## config.mk

```make
export PLATFORM = sky130hd
export DESIGN_NAME = sg_dma_engine
export DESIGN_NICKNAME = d
export VERILOG_FILES = /design/src/rtl/sg_dma_engine.sv
export SDC_FILE = /design/constraint.sdc
export NUM_CORES = 1
export LEC_CHECK = 0
export BUFFER_PORTS_ARGS = -buffer_cell sky130_fd_sc_hd__buf_2
export CAP_MARGIN = 20
export CORE_MARGIN = 2
export CORE_UTILIZATION = 25
export DETAILED_ROUTE_END_ITERATION = 8
export SYNTH_ARGS = -nofsm -noshare
export SYNTH_HDL_FRONTEND = slang
export SYNTH_SLANG_ARGS = --single-unit
```

## constraint.sdc

```tcl
create_clock -name clk -period 16.84 [get_ports clk]
set_input_delay 2.526 -clock clk [delete_from_list [all_inputs] [get_ports clk]]
set_output_delay 2.526 -clock clk [all_outputs]
set_load 0.02 [all_outputs]
```

## src/rtl/sg_dma_engine.sv

```systemverilog
module sg_dma_engine #(
  parameter int AW         = 32,
  parameter int PAGE_BYTES = 4096,
  parameter int BACKOFF    = 16,
  parameter int BUF_AW     = 16,
  parameter int CMD_W      = 18,
  parameter int STAT_W     = 32,
  parameter int LEN_W      = $clog2(PAGE_BYTES) + 1
) (
  input  logic              clk,
  input  logic              rst_n,
  input  logic              start,
  input  logic [AW-1:0]     start_base,
  input  logic              start_to_mem,
  input  logic [CMD_W-1:0]  cmd_bytes,
  input  logic              dev_ready,
  output logic              mem_req,
  output logic              mem_we,
  output logic [AW-1:0]     mem_addr,
  output logic [LEN_W-1:0]  mem_len,
  input  logic              mem_busy,
  input  logic              mem_rvalid,
  input  logic [15:0]       mem_rdata,
  input  logic              mem_wready,
  output logic [15:0]       mem_wdata,
  output logic [BUF_AW-1:0] buf_addr,
  output logic              buf_we,
  output logic [15:0]       buf_wdata,
  input  logic [15:0]       buf_rdata,
  output logic              done,
  output logic              err,
  output logic              active,
  output logic [STAT_W-1:0] rd_txs,
  output logic [STAT_W-1:0] rd_bytes,
  output logic [STAT_W-1:0] rd_pages,
  output logic [STAT_W-1:0] wr_txs,
  output logic [STAT_W-1:0] wr_bytes,
  output logic [STAT_W-1:0] wr_pages
);
  localparam int PG_W = $clog2(PAGE_BYTES);
  localparam int BO_W = $clog2(BACKOFF + 1);

  typedef enum logic [2:0] {S_IDLE, S_DISS, S_DDAT, S_CISS, S_CDAT, S_BACK} st_t;

  st_t               st;
  logic              to_mem, eot, ret_chunk;
  logic [AW-1:0]     tbl_ptr, reg_addr;
  logic [16:0]       reg_left, new_len;
  logic [CMD_W-1:0]  cmd_left;
  logic [BUF_AW-1:0] bptr;
  logic [1:0]        dbeat;
  logic [15:0]       d0, d1, d2;
  logic [LEN_W-2:0]  beats_left;
  logic [BO_W-1:0]   bo_cnt;
  logic [LEN_W-1:0]  to_page, chunk;
  logic              issuing, beat, full_page;
  logic              unused_bits;

  assign to_page   = LEN_W'(PAGE_BYTES) - LEN_W'(reg_addr[PG_W-1:0]);
  assign chunk     = (reg_left < 17'(to_page)) ? reg_left[LEN_W-1:0] : to_page;
  assign full_page = (chunk == LEN_W'(PAGE_BYTES));
  assign new_len   = (d2[15:1] == '0) ? 17'h10000 : {1'b0, d2[15:1], 1'b0};
  assign unused_bits = d2[0] ^ d0[0];

  assign issuing   = (st == S_DISS || st == S_CISS) && !mem_busy;
  assign mem_req   = issuing;
  assign mem_we    = (st == S_CISS) && to_mem;
  assign mem_addr  = (st == S_DISS) ? tbl_ptr : reg_addr;
  assign mem_len   = (st == S_DISS) ? LEN_W'(8) : chunk;
  assign beat      = (st == S_CDAT) && (to_mem ? mem_wready : mem_rvalid);
  assign buf_addr  = bptr;
  assign buf_we    = (st == S_CDAT) && !to_mem && mem_rvalid;
  assign buf_wdata = mem_rdata;
  assign mem_wdata = buf_rdata;
  assign active    = (st != S_IDLE);

  always_ff @(posedge clk) begin
    if (!rst_n) begin
      st <= S_IDLE; to_mem <= 1'b0; eot <= 1'b0; ret_chunk <= 1'b0;
      tbl_ptr <= '0; reg_addr <= '0; reg_left <= '0; cmd_left <= '0;
      bptr <= '0; dbeat <= '0; d0 <= '0; d1 <= '0; d2 <= '0;
      beats_left <= '0; bo_cnt <= '0; done <= 1'b0; err <= 1'b0;
      rd_txs <= '0; rd_bytes <= '0; rd_pages <= '0;
      wr_txs <= '0; wr_bytes <= '0; wr_pages <= '0;
    end else begin
      done <= 1'b0;
      err  <= 1'b0;
      case (st)
        S_IDLE: if (start && dev_ready) begin
          tbl_ptr  <= start_base & ~AW'(3);
          to_mem   <= start_to_mem;
          cmd_left <= cmd_bytes;
          bptr     <= '0;
          st       <= S_DISS;
        end
        S_DISS: if (mem_busy) begin
          ret_chunk <= 1'b0; bo_cnt <= BO_W'(BACKOFF - 1); st <= S_BACK;
        end else begin
          dbeat <= '0; st <= S_DDAT;
        end
        S_DDAT: if (mem_rvalid) begin
          dbeat <= dbeat + 2'd1;
          case (dbeat)
            2'd0: d0 <= mem_rdata;
            2'd1: d1 <= mem_rdata;
            2'd2: d2 <= mem_rdata;
            default: begin
              reg_addr <= AW'({d1, d0[15:1], 1'b0});
              reg_left <= new_len;
              eot      <= mem_rdata[15];
              tbl_ptr  <= tbl_ptr + AW'(8);
              st       <= S_CISS;
            end
          endcase
        end
        S_CISS: if (mem_busy) begin
          ret_chunk <= 1'b1; bo_cnt <= BO_W'(BACKOFF - 1); st <= S_BACK;
        end else begin
          beats_left <= chunk[LEN_W-1:1];
          st <= S_CDAT;
          if (to_mem) begin
            wr_txs   <= wr_txs + 1'b1;
            wr_bytes <= wr_bytes + STAT_W'(chunk);
            if (full_page) wr_pages <= wr_pages + 1'b1;
          end else begin
            rd_txs   <= rd_txs + 1'b1;
            rd_bytes <= rd_bytes + STAT_W'(chunk);
            if (full_page) rd_pages <= rd_pages + 1'b1;
          end
        end
        S_CDAT: if (beat) begin
          bptr       <= bptr + 1'b1;
          beats_left <= beats_left - 1'b1;
          if (beats_left == 1) begin
            reg_addr <= reg_addr + AW'(chunk);
            reg_left <= reg_left - 17'(chunk);
            cmd_left <= cmd_left - CMD_W'(chunk);
            if (reg_left == 17'(chunk)) begin
              if (eot) begin
                st <= S_IDLE;
                if (cmd_left == CMD_W'(chunk)) done <= 1'b1;
                else err <= 1'b1;
              end else st <= S_DISS;
            end else st <= S_CISS;
          end
        end
        S_BACK: if (bo_cnt == '0) st <= ret_chunk ? S_CISS : S_DISS;
                else bo_cnt <= bo_cnt - 1'b1;
        default: st <= S_IDLE;
      endcase
    end
  end

  a_r6_no_req_when_busy: assert property (@(posedge clk) disable iff (!rst_n)
    mem_req |-> !mem_busy);
  a_r4_page_bound: assert property (@(posedge clk) disable iff (!rst_n)
    (mem_req && st == S_CISS) |->
      (17'(mem_addr[PG_W-1:0]) + 17'(mem_len) <= 17'(PAGE_BYTES)));
  a_r4_even_burst: assert property (@(posedge clk) disable iff (!rst_n)
    mem_req |-> (!mem_len[0] && !mem_addr[0] && mem_len != '0));
  a_r2_desc_shape: assert property (@(posedge clk) disable iff (!rst_n)
    (mem_req && st == S_DISS) |-> (!mem_we && mem_addr[1:0] == 2'b00 && mem_len == LEN_W'(8)));
  a_r2_first_issue: assert property (@(posedge clk) disable iff (!rst_n)
    (active && !$past(active)) |-> (mem_req != mem_busy));
  a_r7_exclusive: assert property (@(posedge clk) disable iff (!rst_n)
    !(done && err));
  a_r7_idle_after: assert property (@(posedge clk) disable iff (!rst_n)
    (done || err) |-> !active);
  a_r5_buf_dir: assert property (@(posedge clk) disable iff (!rst_n)
    buf_we |-> !mem_req);
endmodule

```

==> impl_metrics.tcl, run 1 <==
set metrics [dict create \
    rows 108 \
    ir_worst_vdd_uv 64.9 \
    vias_per_cell 5.01 \
    crit_path_end_kind "output pin" \
    critical_path_class "reg2out" \
    report.final.slew_viol_count 0 \
    endpoint "mem_len[12]" \
    seq_area_um2 7570 \
    postCtsResizedCells 0 \
    antenna_found_initial 5 \
    clock_sinks 378 \
    grt_pass1_vias 19800 \
    grt.total_usage 0.164 \
    n_fill_cell 9263 \
    htreeDepth 2 \
    final-instance-count-excl-fill 4244 \
    cts-root-buf "clkbuf_16" \
    hold_path.class "reg2reg" \
    seq_area_frac_synth 0.347 \
    drt_iter0_drc 1657 \
    wirelength_um 76900 \
    setup_viol_count_final 0 \
    num_vias 21300 \
    yosys_warnings 0 \
    postCtsHoldBufs 0 \
    multi_input_area_um2 13100 \
    overflow 0 \
    worst-slew-pin-transition_ps 978 \
    drive_above_1_share 0.178 \
    final_hold_viol_count 0 \
    r2r-end "reg_addr[31]" \
    r2r_cells 24 \
    layout.nets 3220 \
    r2r_slack_ps 9530 \
    yosysUniqueCellTypes 98 \
    max_freq_mhz 126 \
    fin_crit_ps 7960 \
    cts_tree "done" \
    synth_ff_type "dfxtp_1" \
    synth_area_leaders "dfxtp_1, nand2_1, a21oi_1, nor2_1, ha_1" \
    clock_skew_ps 29.5 \
    drtPass1Iterations 5 \
    design_area_um2 26000 \
    clk_pin_slew_ps 60 \
    synth-async-reset-ratio 0 \
    synth-edff-count 0 \
    syn_area_um2 21800 \
    fin_crit_sh 0.473 \
    slew_headroom 0.348 \
    ant_nets 0 \
    grt_max_degree 118 \
    crit_path_max_fanout 25 \
    drv_cap 0 \
    dpl.hpwl_um 56700 \
    drc 0 \
    yosysTopAreaCellShare 0.347 \
    rsz0062_at_grt "false" \
    synth_top_area_cell "dfxtp_1" \
    placed_cell_area_um2 24500 \
    synth_nets 2974 \
    cts_setup_buffers 0 \
    portBuffers 346 \
    p_leak_nw 10.4 \
    outcome "complete, no violations" \
    clkLatencyLatePin_ps 590 \
    gp_congestion 0.939 \
    syn_avg_cell_area_um2 7.78 \
    worstPathArrival_ps 5440 \
    wire_per_inst_um 18.1 \
    fp.coreArea_um2 86600 \
    dieHeight_um 299 \
    cts_buffers 45 \
    startpoint_type "flip-flop" \
    start_util 0.252 \
    ios 381 \
    whs_ps 454 \
    ys_ff_latch 378 \
    power_w 0.00216 \
    fp.dieW_um 299 \
    r2r-start "reg_addr[1]" \
    startpoint "reg_addr[1]" \
    syn_inst 2805 \
    placed_cells 4157 \
    cts.path.max_buffers 3 \
    power.density_nw_per_um2 83.0 \
    fin_tns_setup_ps 0 \
    cp_data_required_time_ps 14310 \
    area_growth_syn_to_layout_pct 19.1 \
    dieArea_um2 89700 \
    grt_pass1_wl_um 117000 \
]
metrics by stage:
step | setup WS [ps] | utilization
6_report | 8880 | 0.300
5_1_grt | 8600 | 0.300
4_1_cts | 8900 | 0.300
3_5_place_dp | 9450 | 0.282
3_3_place_gp | 9460 | 0.282
2_1_floorplan | 9830 | -
cell type report:
cell class,instances,share of cell area
multi-input combinational,2160,0.506
sequential,378,0.291
timing repair buffer,380,0.0763
tap,1155,0.0556
clock buffer,69,0.0533
inverter,86,0.0127
clock inverter,12,0.00481
antenna,4,0.000385
worst min-delay path by stage:
| stage | startpoint | endpoint | slack [ps] | cells after the start |
|---|---|---|---|---|
| after detailed placement | d0[5] | d0[5] | 450 | 2 |
| after global placement | d0[15] | d0[15] | 440 | 2 |
| after floorplan | ret_chunk | ret_chunk | 430 | 2 |
| final | d1[8] | d1[8] | 450 | 2 |
| after global routing | d0[5] | d0[5] | 470 | 2 |
| after CTS | d1[8] | d1[8] | 460 | 2 |
report_power, final:
| part | switching, W | internal (W) | total, W |
|---|---|---|---|
| registers | 0.0000218 | 0.000911 | 0.000933 |
| logic | 0.000152 | 0.0000778 | 0.000230 |
| clock network | 0.000411 | 0.000584 | 0.000995 |
critical path, stage by stage, from the launching register on:
cell	delay, ps
dfxtp_1	420
inv_1	150
ha_1	210
inv_1	120
or3_1	490
or3_2	460
xnor2_1	270
ha_1	290
nand2_1	80
o21ai_0	140
a211o_1	330
o211a_4	210
nor2_2	110
buf_4	290
nor2_1	70
a21oi_1	750
nor2_1	210
buf_2	230
sequential cells by signal, indices dropped and copies added (netlist names), 2 cells and up:
register / flops
beats_left: 12
bo_cnt: 5
buf_addr: 16
cmd_left: 18
d0: 15
d1: 16
d2: 15
dbeat: 2
rd_bytes: 32
rd_pages: 32
rd_txs: 32
reg_addr: 32
reg_left: 17
st: 3
tbl_ptr: 30
wr_bytes: 32
wr_pages: 32
wr_txs: 32
cells in the final DEF, fill, tap and decap left out, drive strengths merged, types with 11 or more instances in the layout:
cell / instances
a211oi: 57
a21o: 18
a21oi: 254
a311oi: 17
a31oi: 28
and2: 19
and3: 68
buf: 380
clkbuf: 69
dfxtp: 378
ha: 77
inv: 87
mux2: 33
mux2i: 16
nand2: 359
nand2b: 22
nand3: 107
nand4: 40
nor2: 308
nor2b: 11
nor3: 61
nor4: 18
o211ai: 19
o21a: 18
o21ai: 139
o22ai: 32
o31ai: 22
or2: 11
or3: 54
or4: 19
xnor2: 84
xor2: 107
layer usage:
metal / GRT usage / share of wire / vias to the layer above
met5: 0 / 0 / -
met4: 0.0637 / 0.040 / 0
met3: 0.0422 / 0.079 / 129
met2: 0.267 / 0.46 / 617
met1: 0.207 / 0.43 / 10000
li1: - / - / 10500
logic make-up (layout without fill, tap and decap cells):
logic type / Yosys count / count (layout) / share of synthesized area
AO/OA/AOI/OAI: 706 / 706 / 0.206
XOR/XNOR: 191 / 191 / 0.0770
adder cells (fa/ha/maj): 86 / 86 / 0.0492
buffers and inverters: 267 / 547 / 0.0526
flip-flops: 378 / 378 / 0.347
multiplexers: 49 / 49 / 0.0244
other: 0 / 4 / 0
AND/OR/NAND/NOR: 1128 / 1128 / 0.244
Yosys cell counts, types with 9 or more instances:
cell / count
and4_1: 9
a221oi_1: 10
o22ai_1: 32
nand4_1: 40
nand2b_1: 22
a311oi_1: 16
nor3_1: 60
a31oi_1: 28
or2_2: 11
xor2_1: 106
and2_1: 19
buf_4: 33
clkbuf_1: 134
o211ai_1: 19
o31ai_1: 22
a22oi_1: 9
o21a_1: 17
o21ai_0: 135
nand3_1: 106
a21oi_1: 253
nand2_1: 358
and3_1: 68
dfxtp_1: 378
ha_1: 77
or3_1: 47
nor2_1: 306
inv_1: 84
mux2i_1: 16
nor4_1: 18
mux2_2: 33
or4_1: 16
xnor2_1: 84
a21o_1: 18
nor2b_1: 11
a211oi_1: 54
nor3b_1: 10
Note: power is estimated with default switching activity, not from simulation.
==> run 2: changes to the inputs <==
==> constraint.sdc (replaced) <==
create_clock -name clk -period 7.8 [get_ports clk]
set_input_delay 1.17 -clock clk [delete_from_list [all_inputs] [get_ports clk]]
set_output_delay 1.17 -clock clk [all_outputs]
set_load 0.02 [all_outputs]
==> run 2 against run 1 <==
Compared with the run above:
- clock skew decreased by 1.9 ps
- largest cell class unchanged
- highest routed layer unchanged
- critical path depth increased by 10
- non-clock buffer count increased by 13
- first-iteration DRC count decreased by 13%
- largest power group unchanged
- via count decreased by 0.25%
==> impl_metrics.tcl, run 2 (same netlist as run 1, synthesis figures left out) <==
set metrics [dict create \
    outcome "complete, no violations" \
    final_common_cell "dfxtp_1" \
    crit_path_end_kind "flip-flop" \
    pwr-share-seq 0.430 \
    grt.total_usage 0.165 \
    htreeDepth 2 \
    portBuffers 346 \
    grt_pass1_wl_um 117000 \
    postCtsHoldBufs 0 \
    clkLatencyLatePin_ps 610 \
    cts.path.max_buffers 3 \
    slew_headroom 0.170 \
    clock_skew_ps 27.5 \
    cts-root-buf "clkbuf_16" \
    antenna_found_initial 4 \
    final_hold_viol_count 0 \
    n_fill_cell 9296 \
    dieArea_um2 89700 \
    cp_data_required_time_ps 8280 \
    fin_crit_sh 0.897 \
    use_met3 0.0453 \
    wirelength_um 77300 \
    startpoint_type "flip-flop" \
    ir_worst_vdd_uv 127 \
    grt_max_degree 95 \
    p_leak_nw 10.5 \
    clk_pin_slew_ps 60 \
    area_growth_syn_to_layout_pct 19.5 \
    vias_per_cell 4.98 \
    layout.nets 3234 \
    fin_crit_ps 7000 \
    gp_congestion 0.911 \
    drtPass1Iterations 5 \
    multi_input_area_um2 13200 \
    design_area_um2 26100 \
    report.final.slew_viol_count 0 \
    setup_viol_count_final 0 \
    fin_tns_setup_ps 0 \
    worst-slew-pin-transition_ps 1230 \
    drc 0 \
    fp.dieW_um 299 \
    dpl.hpwl_um 56600 \
    met1_usage 0.211 \
    start_util 0.252 \
    crit_path_max_fanout 15 \
    placed_cell_area_um2 24600 \
    drive_above_1_share 0.181 \
    clock_sinks 378 \
    p_clk_frac 0.463 \
    cts_tree "done" \
    rsz0062_at_grt "false" \
    rows 108 \
    max_freq_mhz 143 \
    final_core_util 0.301 \
    ios 381 \
    num_vias 21200 \
    grtUsageMet2 0.266 \
    fp.coreArea_um2 86600 \
    combPwrFrac 0.107 \
    drv_cap 0 \
    seq_area_um2 7570 \
    dieHeight_um 299 \
    power.density_nw_per_um2 179 \
    p_switching_w 0.00129 \
    intPower_w 0.00339 \
    grt_pass1_vias 19500 \
    power_w 0.00468 \
    worstPathArrival_ps 7480 \
    ant_nets 0 \
    cts_buffers 46 \
    mostFrequentLayoutCells "dfxtp_1, nand2_1, buf_2, nor2_1, a21oi_1" \
    netSwitchingFraction 0.275 \
    drt_iter0_drc 1441 \
    hold_path.class "reg2reg" \
    wire_per_inst_um 18.2 \
    critical_path_class "reg2reg" \
    busiest_layer "met2" \
    overflow 0 \
]
## run 2: cell types whose count changed in the layout (fill, tap and decap cells not counted), sizes merged
cell and change:
buf +13, clkinvlp +1, clkinv +4, bufinv +2, clkbuf -6, diode -1
## run 2: per-stage QoR
stage	hold WS, ps	std cells	worst slack (ps)
floorplan	431	2805	1110
global placement	440	4172	767
detailed placement	443	4172	689
CTS	451	4254	646
global route	471	4256	217
finish	450	4257	803
## run 2: area by class of cell
type                            instances  share of cell area
Inverter                               86              0.0127
Clock buffer                           63              0.0493
Tap cell                             1155              0.0554
Sequential cell                       378               0.290
Antenna cell                            3            0.000288
Clock inverter                         19             0.00773
Timing Repair Buffer                  393              0.0799
Multi-Input combinational cell       2160               0.504
## run 2: what timing repair did
action                     4_1_cts  5_1_grt
gates resized for setup          0        1
setup endpoints to repair        0        1
setup buffers                    0        0
## run 2: worst paths after layout
path	start	end	slack, ps	cells past startpoint
setup / recovery	reg_addr[1]	rd_bytes[16]	800	27
hold / removal	d0[15]	d0[15]	450	2
setup reg to reg	reg_addr[1]	rd_bytes[16]	800	27
hold reg to reg	d0[15]	d0[15]	450	2
## run 2: worst max-delay path, cell delays in order (launching register included)
cell and delay (ps):
dfxtp_1 410, inv_1 150, ha_1 210, inv_1 110, or3_1 490, or3_2 460, xnor2_1 250, ha_1 280
nand2_1 70, o21ai_0 160, a211o_1 330, o211a_4 220, nor2_4 340, o21ai_0 130, buf_4 200, ha_1 220
fa_1 410, a21o_1 210, a21oi_1 220, inv_1 60, a21oi_1 250, a21oi_1 90, o2111ai_1 330, a221oi_1 170
o21ai_1 370, a21oi_1 270, and4_1 310, mux2i_1 120
## run 2: power groups by stage
stage               logic [W]  registers, W  clock network (W)
finish               0.000500       0.00201            0.00216
global route         0.000546       0.00202            0.00230
CTS                  0.000500       0.00201            0.00223
detailed placement   0.000498       0.00205                  0
global placement     0.000496       0.00205                  0
floorplan            0.000367       0.00203                  0
## run 2: per-layer routing
layer / up-vias / part of all wire
met4: 0 / 0.036
met3: 124 / 0.074
met1: 10000 / 0.43
met2: 583 / 0.46
met5: - / 0
li1: 10500 / -
